File: config.mk
export PLATFORM = sky130hd
export DESIGN_NAME = nand_cycle_timer
export DESIGN_NICKNAME = d
export VERILOG_FILES = /design/src/rtl/nand_cyc_pkg.sv /design/src/rtl/nand_cyc_decode.sv /design/src/rtl/nand_cyc_gap.sv /design/src/rtl/nand_cyc_seq.sv /design/src/rtl/nand_cycle_timer.sv
export SDC_FILE = /design/constraint.sdc
export NUM_CORES = 1
export LEC_CHECK = 0
export ABC_AREA = 1
export BUFFER_PORTS_ARGS = -buffer_cell sky130_fd_sc_hd__buf_2
export CORE_ASPECT_RATIO = 0.75
export CORE_MARGIN = 2
export CORE_UTILIZATION = 46
export DETAILED_ROUTE_END_ITERATION = 12
export PLACE_DENSITY = 0.82
export SYNTH_ARGS = -nofsm -noshare
export SYNTH_HDL_FRONTEND = slang
export SYNTH_HIERARCHICAL = 1
export SYNTH_SLANG_ARGS = --single-unit
File: constraint.sdc
create_clock -name clk -period 2 [get_ports clk]
set_clock_uncertainty 0.1 [all_clocks]
set_input_delay 0.2 -clock clk [delete_from_list [all_inputs] [get_ports clk]]
set_output_delay 0.2 -clock clk [all_outputs]
set_load 0.05 [all_outputs]
File: src/rtl/nand_cyc_pkg.sv
package nand_cyc_pkg;

    localparam int unsigned FLD_W = 4;
    localparam int unsigned MAX_OFS = 3;
    localparam int unsigned CNT_W = $clog2((2 ** FLD_W) + MAX_OFS);

    typedef enum logic [1:0] {
        K_CMD = 2'd0,
        K_ADR = 2'd1,
        K_WR  = 2'd2,
        K_RD  = 2'd3
    } kind_e;

    typedef enum logic [2:0] {
        PH_IDLE  = 3'd0,
        PH_GAP   = 3'd1,
        PH_SETUP = 3'd2,
        PH_LOW   = 3'd3,
        PH_HIGH  = 3'd4,
        PH_ACK   = 3'd5
    } phase_e;

    typedef struct packed {
        logic [CNT_W-1:0] setup;
        logic [CNT_W-1:0] wr_lo;
        logic [CNT_W-1:0] wr_hi;
        logic [CNT_W-1:0] rd_lo;
        logic [CNT_W-1:0] rd_hi;
        logic [CNT_W-1:0] wr2rd;
        logic [CNT_W-1:0] lat2rd;
        logic [CNT_W-1:0] adr2wr;
    } tim_t;

endpackage

File: src/rtl/nand_cyc_decode.sv
module nand_cyc_decode
    import nand_cyc_pkg::*;
#(
    parameter int unsigned CFG_W     = 32,
    parameter int unsigned OFS_PLAIN = 1,
    parameter int unsigned OFS_SETUP = 2,
    parameter int unsigned OFS_TURN  = 3
) (
    input  logic [CFG_W-1:0] cfg_a,
    input  logic [CFG_W-1:0] cfg_b,
    output tim_t             tim
);
    localparam int unsigned RDLO_LSB  = 0;
    localparam int unsigned RDHI_LSB  = 4;
    localparam int unsigned WRLO_LSB  = 8;
    localparam int unsigned WRHI_LSB  = 12;
    localparam int unsigned SETUP_LSB = 14;
    localparam int unsigned W2R_LSB   = 16;
    localparam int unsigned L2R_LSB   = 20;
    localparam int unsigned A2W_LSB   = 0;
    localparam int unsigned NARROW_W  = 2;

    function automatic logic [CNT_W-1:0] widen(input logic [FLD_W-1:0] f,
                                              input int unsigned ofs);
        return CNT_W'(f) + CNT_W'(ofs);
    endfunction

    logic cfg_unused;
    assign cfg_unused = ^{cfg_a[CFG_W-1:L2R_LSB+FLD_W], cfg_b[CFG_W-1:A2W_LSB+FLD_W]};

    always_comb begin
        tim.rd_lo  = widen(cfg_a[RDLO_LSB +: FLD_W], OFS_PLAIN);
        tim.rd_hi  = widen(FLD_W'(cfg_a[RDHI_LSB +: NARROW_W]), OFS_PLAIN);
        tim.wr_lo  = widen(cfg_a[WRLO_LSB +: FLD_W], OFS_PLAIN);
        tim.wr_hi  = widen(FLD_W'(cfg_a[WRHI_LSB +: NARROW_W]), OFS_PLAIN);
        tim.setup  = widen(FLD_W'(cfg_a[SETUP_LSB +: NARROW_W]), OFS_SETUP);
        tim.wr2rd  = widen(cfg_a[W2R_LSB +: FLD_W], OFS_PLAIN);
        tim.lat2rd = widen(cfg_a[L2R_LSB +: FLD_W], OFS_TURN);
        tim.adr2wr = widen(cfg_b[A2W_LSB +: FLD_W], OFS_TURN);
    end

endmodule

File: src/rtl/nand_cyc_gap.sv
module nand_cyc_gap
    import nand_cyc_pkg::*;
(
    input  logic             prev_vld,
    input  kind_e            prev_kind,
    input  kind_e            next_kind,
    input  logic [CNT_W-1:0] wr2rd,
    input  logic [CNT_W-1:0] lat2rd,
    input  logic [CNT_W-1:0] adr2wr,
    output logic [CNT_W-1:0] gap
);
    always_comb begin
        gap = '0;
        if (prev_vld) begin
            unique case (next_kind)
                K_RD: begin
                    if (prev_kind == K_CMD || prev_kind == K_ADR) gap = lat2rd;
                    else if (prev_kind == K_WR)                   gap = wr2rd;
                end
                K_WR: begin
                    if (prev_kind == K_ADR) gap = adr2wr;
                end
                default: gap = '0;
            endcase
        end
    end

endmodule

File: src/rtl/nand_cyc_seq.sv
module nand_cyc_seq
    import nand_cyc_pkg::*;
#(
    parameter int unsigned DATA_W = 8
) (
    input  logic              clk,
    input  logic              rst_n,
    input  logic              req_valid,
    input  kind_e             req_kind,
    input  logic [DATA_W-1:0] req_byte,
    input  logic [CNT_W-1:0]  gap,
    input  logic [CNT_W-1:0]  setup,
    input  logic [CNT_W-1:0]  wr_lo,
    input  logic [CNT_W-1:0]  wr_hi,
    input  logic [CNT_W-1:0]  rd_lo,
    input  logic [CNT_W-1:0]  rd_hi,
    input  logic [DATA_W-1:0] dq_in,
    output phase_e            phase,
    output kind_e             kind,
    output logic [DATA_W-1:0] byte_out,
    output logic [DATA_W-1:0] rd_byte,
    output logic              prev_vld,
    output kind_e             prev_kind
);
    localparam logic [CNT_W-1:0] ONE = CNT_W'(1);

    typedef struct packed {
        phase_e            phase;
        logic [CNT_W-1:0]  cnt;
        kind_e             kind;
        logic [DATA_W-1:0] byt;
        logic [DATA_W-1:0] rd;
        logic              prev_vld;
        kind_e             prev_kind;
    } st_t;

    st_t st_d, st_q;
    logic last_q;
    logic is_rd_q;

    assign last_q  = (st_q.cnt == '0);
    assign is_rd_q = (st_q.kind == K_RD);

    always_comb begin
        st_d = st_q;
        unique case (st_q.phase)
            PH_IDLE: begin
                if (req_valid) begin
                    st_d.kind = req_kind;
                    st_d.byt  = req_byte;
                    if (gap != '0) begin
                        st_d.phase = PH_GAP;
                        st_d.cnt   = gap - ONE;
                    end else begin
                        st_d.phase = PH_SETUP;
                        st_d.cnt   = setup - ONE;
                    end
                end
            end
            PH_GAP: begin
                if (last_q) begin
                    st_d.phase = PH_SETUP;
                    st_d.cnt   = setup - ONE;
                end else begin
                    st_d.cnt = st_q.cnt - ONE;
                end
            end
            PH_SETUP: begin
                if (last_q) begin
                    st_d.phase = PH_LOW;
                    st_d.cnt   = (is_rd_q ? rd_lo : wr_lo) - ONE;
                end else begin
                    st_d.cnt = st_q.cnt - ONE;
                end
            end
            PH_LOW: begin
                if (last_q) begin
                    st_d.phase = PH_HIGH;
                    st_d.cnt   = (is_rd_q ? rd_hi : wr_hi) - ONE;
                    if (is_rd_q) st_d.rd = dq_in;
                end else begin
                    st_d.cnt = st_q.cnt - ONE;
                end
            end
            PH_HIGH: begin
                if (last_q) begin
                    st_d.phase     = PH_ACK;
                    st_d.prev_vld  = 1'b1;
                    st_d.prev_kind = st_q.kind;
                end else begin
                    st_d.cnt = st_q.cnt - ONE;
                end
            end
            PH_ACK:  st_d.phase = PH_IDLE;
            default: st_d.phase = PH_IDLE;
        endcase
    end

    always_ff @(posedge clk) begin
        if (!rst_n) begin
            st_q.phase     <= PH_IDLE;
            st_q.cnt       <= '0;
            st_q.kind      <= K_CMD;
            st_q.byt       <= '0;
            st_q.rd        <= '0;
            st_q.prev_vld  <= 1'b0;
            st_q.prev_kind <= K_CMD;
        end else begin
            st_q <= st_d;
        end
    end

    assign phase     = st_q.phase;
    assign kind      = st_q.kind;
    assign byte_out  = st_q.byt;
    assign rd_byte   = st_q.rd;
    assign prev_vld  = st_q.prev_vld;
    assign prev_kind = st_q.prev_kind;

endmodule

File: src/rtl/nand_cycle_timer.sv
module nand_cycle_timer
    import nand_cyc_pkg::*;
#(
    parameter int unsigned DATA_W = 8,
    parameter int unsigned CFG_W  = 32
) (
    input  logic              clk,
    input  logic              rst_n,
    input  logic [CFG_W-1:0]  tim_cfg_a,
    input  logic [CFG_W-1:0]  tim_cfg_b,
    input  logic              req_valid,
    input  logic [1:0]        req_kind,
    input  logic [DATA_W-1:0] req_byte,
    output logic              req_ack,
    output logic [DATA_W-1:0] rsp_byte,
    output logic              nand_ce_n,
    output logic              nand_cle,
    output logic              nand_ale,
    output logic              nand_we_n,
    output logic              nand_re_n,
    output logic [DATA_W-1:0] nand_dq_out,
    output logic              nand_dq_oe,
    input  logic [DATA_W-1:0] nand_dq_in
);
    tim_t              tim;
    logic [CNT_W-1:0]  gap;
    phase_e            phase;
    kind_e             kind;
    kind_e             prev_kind;
    logic              prev_vld;
    logic [DATA_W-1:0] byte_q;
    logic [DATA_W-1:0] rd_q;
    kind_e             new_kind;
    logic              on_bus;
    logic              wr_type;

    assign new_kind = kind_e'(req_kind);

    nand_cyc_decode #(
        .CFG_W (CFG_W)
    ) u_decode (
        .cfg_a (tim_cfg_a),
        .cfg_b (tim_cfg_b),
        .tim   (tim)
    );

    nand_cyc_gap u_gap (
        .prev_vld  (prev_vld),
        .prev_kind (prev_kind),
        .next_kind (new_kind),
        .wr2rd     (tim.wr2rd),
        .lat2rd    (tim.lat2rd),
        .adr2wr    (tim.adr2wr),
        .gap       (gap)
    );

    nand_cyc_seq #(
        .DATA_W (DATA_W)
    ) u_seq (
        .clk       (clk),
        .rst_n     (rst_n),
        .req_valid (req_valid),
        .req_kind  (new_kind),
        .req_byte  (req_byte),
        .gap       (gap),
        .setup     (tim.setup),
        .wr_lo     (tim.wr_lo),
        .wr_hi     (tim.wr_hi),
        .rd_lo     (tim.rd_lo),
        .rd_hi     (tim.rd_hi),
        .dq_in     (nand_dq_in),
        .phase     (phase),
        .kind      (kind),
        .byte_out  (byte_q),
        .rd_byte   (rd_q),
        .prev_vld  (prev_vld),
        .prev_kind (prev_kind)
    );

    // Bus decode from registered state only.
    assign on_bus  = (phase == PH_SETUP) || (phase == PH_LOW) || (phase == PH_HIGH);
    assign wr_type = (kind != K_RD);

    assign nand_ce_n   = !on_bus;
    assign nand_cle    = on_bus && (kind == K_CMD);
    assign nand_ale    = on_bus && (kind == K_ADR);
    assign nand_we_n   = !((phase == PH_LOW) && wr_type);
    assign nand_re_n   = !((phase == PH_LOW) && !wr_type);
    assign nand_dq_oe  = on_bus && wr_type;
    assign nand_dq_out = nand_dq_oe ? byte_q : '0;
    assign req_ack     = (phase == PH_ACK);
    assign rsp_byte    = rd_q;

endmodule

After elaboration in Yosys (flattened, before gate mapping)
Cells that the tools add are included.
{"block": "word_totals", "ff_bits": 29, "inputBits": 85, "out_inout_bits": 23, "word_cells": 81}
{"block": "classes", "addsub": 13, "eq_ne": 18, "n_mux": 20, "reduce_logical": 23}
{"operator": "$mux 5", "n": 9}
{"operator": "$pmux 5 s5", "n": 1}
{"operator": "$sub 5x1->5 const B", "n": 4}
{"operator": "$mux 18", "n": 1}
{"operator": "$add 4x1->5 const B", "n": 3}
{"operator": "$mux 3", "n": 5}
{"operator": "$pmux 3 s5", "n": 1}
{"operator": "$add 4x2->5 const B", "n": 2}
{"operator": "$pmux 5 s2", "n": 1}
{"operator": "$reduce_bool 5->1", "n": 2}
{"operator": "$eq 2x2->1 const B", "n": 4}
{"operator": "$mux 8", "n": 1}
{"operator": "$ne 2x1->1 const B", "n": 4}
{"operator": "$mux 7", "n": 1}
{"operator": "$add 2x1->3 const B", "n": 2}
{"operator": "$eq 3x2->1 const B", "n": 2}
{"operator": "$eq 3x3->1 const B", "n": 2}
{"operator": "$ne 2x2->1 const B", "n": 3}
{"operator": "$reduce_and 3->1", "n": 2}
{"operator": "$logic_and 1x1->1", "n": 5}
{"operator": "$logic_not 5->1", "n": 1}
{"operator": "$reduce_and 5->1", "n": 1}
{"operator": "$eq 2x1->1 const B", "n": 2}
{"operator": "$logic_not 1->1", "n": 4}
{"operator": "7 further kinds", "n": 11}

Logic depth before layout (Yosys ltp)
{"block": "logic_depth", "depth_word": 9, "depth_mapped": 16, "depth_no_buf": 16}

Cells and area by module
The synthesis kept the hierarchy.
{"module": "nand_cyc_seq", "n_inst": 1, "cells_each": 346, "area_per_inst_um2": 2170.8, "seq_area_each_um2": 580.6}
{"module": "nand_cyc_decode", "n_inst": 1, "cells_each": 70, "area_per_inst_um2": 395.4, "seq_area_each_um2": 0.0}
{"module": "nand_cyc_gap", "n_inst": 1, "cells_each": 38, "area_per_inst_um2": 171.4, "seq_area_each_um2": 0.0}
{"module": "nand_cycle_timer", "n_inst": 1, "cells_each": 34, "area_per_inst_um2": 142.6, "seq_area_each_um2": 0.0}

Worst setup path before layout
Ideal clock, no wire load.
{"block": "synth_path", "kind": "register -> register", "from": "reg u_seq/prev_kind[0] (netlist name)", "to": "reg u_seq/st_q[24] (netlist name)", "arrival_time_ns": 1.779, "required_time_ns": 1.830, "slack_ns": 0.051, "stages_incl_launch_ff": 15, "period_less_slack_ns": 1.949, "path_cell_list": "dfxtp_1 > buf_4 > inv_1 > nor2_2 > nand3_1 > a21oi_1 > inv_1 > ha_1 > nand3b_1 > inv_1 > nand3_1 > nand4_1 > nand2_1 > inv_1 > a21oi_1"}
{"block": "synth_via", "elab_chain_len": 9}
{"item": "$eq 2x2->1 (tied with other cells)", "line": "nand_cyc_gap.sv:18", "rtl": "else if (prev_kind == K_WR) gap = wr2rd;"}
{"item": "$mux 5 or $logic_or 1x1->1 (tied branches)", "line": "nand_cyc_gap.sv:18, nand_cyc_gap.sv:17"}
{"item": "$mux 5", "line": "nand_cyc_gap.sv:17", "rtl": "if (prev_kind == K_CMD || prev_kind == K_ADR) gap = lat2rd;"}
{"item": "$pmux 5 s2 *", "line": "nand_cyc_gap.sv:15", "rtl": "unique case (next_kind)"}
{"item": "$mux 5 *", "line": "nand_cyc_gap.sv:14", "rtl": "if (prev_vld) begin"}
{"item": "via gap[0]", "line": "nand_cycle_timer.sv:26", "rtl": "logic [CNT_W-1:0] gap;"}
{"item": "$sub 5x1->5 or $reduce_bool 5->1 (tied branches)", "line": "nand_cyc_seq.sv:53, nand_cyc_seq.sv:51"}
{"item": "$mux 7 *", "line": "nand_cyc_seq.sv:51", "rtl": "if (gap != '0) begin"}
{"item": "$mux 18 *", "line": "nand_cyc_seq.sv:48", "rtl": "if (req_valid) begin"}
{"item": "$pmux 5 s5 *", "line": "nand_cyc_seq.sv:46", "rtl": "unique case (st_q.phase)"}
{"item": "end signal: assignment", "line": "nand_cyc_seq.sv:109", "rtl": "st_q <= st_d;"}
{"item": "end: declaration", "line": "nand_cyc_seq.sv:37", "rtl": "st_t st_d, st_q;"}
The timed path passes the listed nets; every way through them passes the cells marked *. The select of a mux whose other input is x is not followed.
A chain may end at the register's enable or synchronous reset.

Final worst setup path
{"block": "layout_path", "from": "reg u_seq/prev_kind[0] (netlist name)", "to": "reg u_seq/st_q[25] (netlist name)"}
{"block": "layout_via", "elab_chain_len": 9}
{"item": "$eq 2x2->1 (tied with other cells)", "line": "nand_cyc_gap.sv:18"}
{"item": "$mux 5 or $logic_or 1x1->1 (tied branches)", "line": "nand_cyc_gap.sv:18, nand_cyc_gap.sv:17"}
{"item": "$mux 5", "line": "nand_cyc_gap.sv:17"}
{"item": "$pmux 5 s2 *", "line": "nand_cyc_gap.sv:15"}
{"item": "$mux 5 *", "line": "nand_cyc_gap.sv:14"}
{"item": "via gap[3]", "line": "nand_cycle_timer.sv:26"}
{"item": "$sub 5x1->5 or $reduce_bool 5->1 (tied branches)", "line": "nand_cyc_seq.sv:53, nand_cyc_seq.sv:51"}
{"item": "$mux 7 *", "line": "nand_cyc_seq.sv:51"}
{"item": "$mux 18 *", "line": "nand_cyc_seq.sv:48"}
{"item": "$pmux 5 s5 *", "line": "nand_cyc_seq.sv:46"}
Marked as above.

==> results.toml <==
[placed_design]
port_buffers = 69
placed_cells = 621
place.gp.congestion = 0.9208
post-place-ws_ns = -0.2012
detailed_place_hpwl_um = 5502

[clocking]
h-tree-depth = 2
clkTransAtPathRegs_ns = 0.07
cts_buffers = 5
clockBufferDepth = 2
cts_sinks = 29
cts_tree = "yes"
cts_root_buffer = "clkbuf_8"
clkLatencyLatePin_ns = 0.28

[power_and_ir_drop]
pwr-share-comb_pct = 65.4
p_per_area_nw_per_um2 = 1170
netSwitchingFraction_pct = 53.00
seq_power_share_pct = 21.4
p_int_mw = 1.894
power.share.clock_pct = 13.2
p_leak_nw = 1.852
p_switching_mw = 2.136
peakVddDrop_mv = 0.4329

[hold_path]
min_path_cells = 3
min_path_type = "in -> reg"
hold_end = "u_seq/byte_out[6]"
hold_start = "req_byte[6]"

[grt]
grt_usage_pct = 19.65
grt_pass1_vias = 2719
grt_pass1_wl_um = 11140
grt_overflow = 0
grt_max_degree = 26
antenna_found_initial = 0

[floorplanning]
die_w_um = 95.37
die_area_um2 = 6917
rows = 24
pin_count = 108
core_um2 = 5916
start_util_pct = 48.69
die_h_um = 72.53

[yosys]
synthFlopType = "dfxtp_1"
synth_area_um2 = 2880
synth_sequential_area_ratio_pct = 20.16
syn_inst = 488
yosysUniqueCellTypes = 35
async_flop_share_pct = 0
synth_warnings = 6
synth_edf_count = 0
yosys.area.top_type_share_pct = 20.16
synth_top_area_cell = "dfxtp_1"
ys_ff_latch = 29
synth.avg_cell_area_um2 = 5.902
synthTopCellsByArea = "dfxtp_1, nand2_1, inv_1"

[drt]
viasPerCell = 4.925
drc = 0
drtIter0Drc = 253
wl_per_cell_um = 11.27
drt_wl_total_um = 7098
dr.pass1.iters = 4
via_count = 3103
ant_nets = 0

[finish]
final_util_pct = 58.21
stdcell_count = 630
multiInputGateArea_um2 = 1817
area_delta_synth_final_pct = 19.55
layout-drive-gt1-share_pct = 27.36
diodes = 0
fill_cells = 573
layout.nets = 649
regArea_um2 = 585.6

[timing]
grt_setup_unrepaired = "true"
max_freq_mhz = 501.1
finalCriticalPeriod_ns = 1.996
finalHoldViolations = 0
fin_ws_ns = 0.004314
period_share_pct = 99.78
setup_viol = 0
slew_violations = 0

[setup_path]
endpoint_kind = "register"
reg2reg_depth = 13
start_kind = "register"
reg2reg_slack_ns = 0.004
cp.arrival_ns = 2.11
required_ns = 2.11
cp_max_fo = 5
r2r_start = "u_seq/prev_kind[0]"
path_class = "reg -> reg"
r2r-end = "u_seq/st_q[25]"

[run]
drv_cap = 0

[status]
status = "finished, final reports clean"
kinds of logic (layout without fill, tap and decap cells):
logic type | after synthesis | in the layout | synth area share [%]
buffers and inverters | 126 | 185 | 21.03
XOR/XNOR | 11 | 11 | 3.345
other | 1 | 6 | 0.1302
flip-flops | 29 | 29 | 20.16
AO/OA/AOI/OAI | 63 | 63 | 12.25
adder cells (fa/ha/maj) | 13 | 13 | 5.647
AND/OR/NAND/NOR | 245 | 245 | 37.45
synthesized netlist by cell type, types with 3 or more instances:
| library cell | count |
|---|---|
| nand2_1 | 96 |
| inv_1 | 83 |
| nor2_1 | 77 |
| nand3_1 | 44 |
| o21ai_0 | 35 |
| buf_4 | 32 |
| dfxtp_1 | 29 |
| ha_1 | 13 |
| a21oi_1 | 12 |
| nand4_1 | 8 |
| xor2_1 | 7 |
| nor2_2 | 5 |
| buf_2 | 4 |
| inv_2 | 4 |
| o21ai_1 | 4 |
| xnor2_1 | 4 |
| nand2_4 | 3 |
| nor3_1 | 3 |
| o211ai_1 | 3 |
power groups by stage:
| stage | Clock, mW | Combinational, mW | Sequential, mW |
|---|---|---|---|
| after floorplan | 0 | 2.07 | 0.819 |
| after global placement | 0 | 2.43 | 0.852 |
| after detailed placement | 0 | 2.47 | 0.858 |
| after CTS | 0.541 | 2.49 | 0.851 |
| after global routing | 0.572 | 2.93 | 0.886 |
| final | 0.533 | 2.63 | 0.862 |
area by class of cell:
cell class                 count  share of cell area (%)
multi-input combinational    338                   52.76
sequential                    29                   17.01
clock buffer                   7                   2.798
timing repair buffer          90                   14.83
clock inverter                 1                  0.1453
inverter                      87                   9.629
tap                           78                   2.834
repair_timing:
action                                  in CTS  in global routing
endpoints found under the setup margin       7                  7
buffers inserted                             0                  1
gates resized for setup                      6                 32
hold buffers                                 0                  0
pin swaps                                    0                 13
routing by layer:
layer | GRT usage, % | part of all wire (%) | vias up
li1 | - | - | 1621
met1 | 26.31 | 47 | 1377
met2 | 33.10 | 46 | 93
met3 | 3.738 | 6.3 | 12
met4 | 4.286 | 1.1 | 0
met5 | 0 | 0 | -
critical path, cell delays in order, from the launching register on:
cell and delay [ns]:
dfxtp_2 0.35, inv_4 0.06, buf_4 0.14, nand3_1 0.09, nand2_1 0.08, nand2_1 0.08, a21oi_2 0.07, nor2_2 0.11
nand3b_1 0.22, nor2_1 0.23, nand2_1 0.10, a21oi_2 0.12, nand2_1 0.06, a21oi_1 0.11
layout by cell type, fill, tap and decap left out, types with 2 or more instances in the layout:
master / n
a21oi_1: 6
a21oi_2: 8
a31oi_1: 2
buf_2: 69
buf_4: 19
buf_6: 2
clkbuf_8: 7
conb_1: 6
dfxtp_1: 27
ha_1: 12
inv_1: 80
inv_2: 5
inv_4: 2
nand2_1: 91
nand2_2: 7
nand2_4: 3
nand3_1: 38
nand3_2: 6
nand3b_1: 2
nand4_1: 8
nor2_1: 74
nor2_2: 7
nor2_4: 3
nor3_1: 2
o211ai_1: 3
o21ai_0: 34
o21ai_1: 3
o21ai_2: 3
xnor2_1: 4
xor2_1: 7
per-stage QoR:
stage / setup TNS (ns) / hold slack, ns / power, mW / instance area [um2]
after floorplan: 0 / 0.2349 / 2.892 / 2899
final: 0 / 0.04299 / 4.029 / 3443
after detailed placement: -0.9363 / 0.3295 / 3.328 / 3213
after global routing: -0.4087 / 0.04557 / 4.391 / 3443
after CTS: 0 / 0.03925 / 3.882 / 3324
after global placement: -0.5708 / 0.3226 / 3.282 / 3213
how the worst max path moves through the flow:
| stage | from | to | slack, ns | depth (start not counted) |
|---|---|---|---|---|
| 2_1_floorplan | u_seq/prev_kind[0] | u_seq/st_q[24] | 0.05 | 14 |
| 3_3_place_gp | tim_cfg_a[20] | u_seq/st_q[22] | -0.16 | 15 |
| 3_5_place_dp | tim_cfg_a[20] | u_seq/st_q[22] | -0.20 | 15 |
| 4_1_cts | u_seq/prev_kind[0] | u_seq/st_q[24] | 0.008 | 13 |
| 5_1_grt | u_seq/prev_kind[0] | u_seq/st_q[25] | -0.09 | 13 |
| 6_report | u_seq/prev_kind[0] | u_seq/st_q[25] | 0.004 | 13 |
flip-flops by register name, indices dropped and copies added, names as in the netlist:
| name | count |
|---|---|
| u_seq/byte_out | 8 |
| u_seq/rd_byte | 8 |
| u_seq/st_q | 5 |
| u_seq/phase | 3 |
| u_seq/kind | 2 |
| u_seq/prev_kind | 2 |
| u_seq/prev_vld | 1 |
Note: power is estimated with default switching activity, not from simulation.
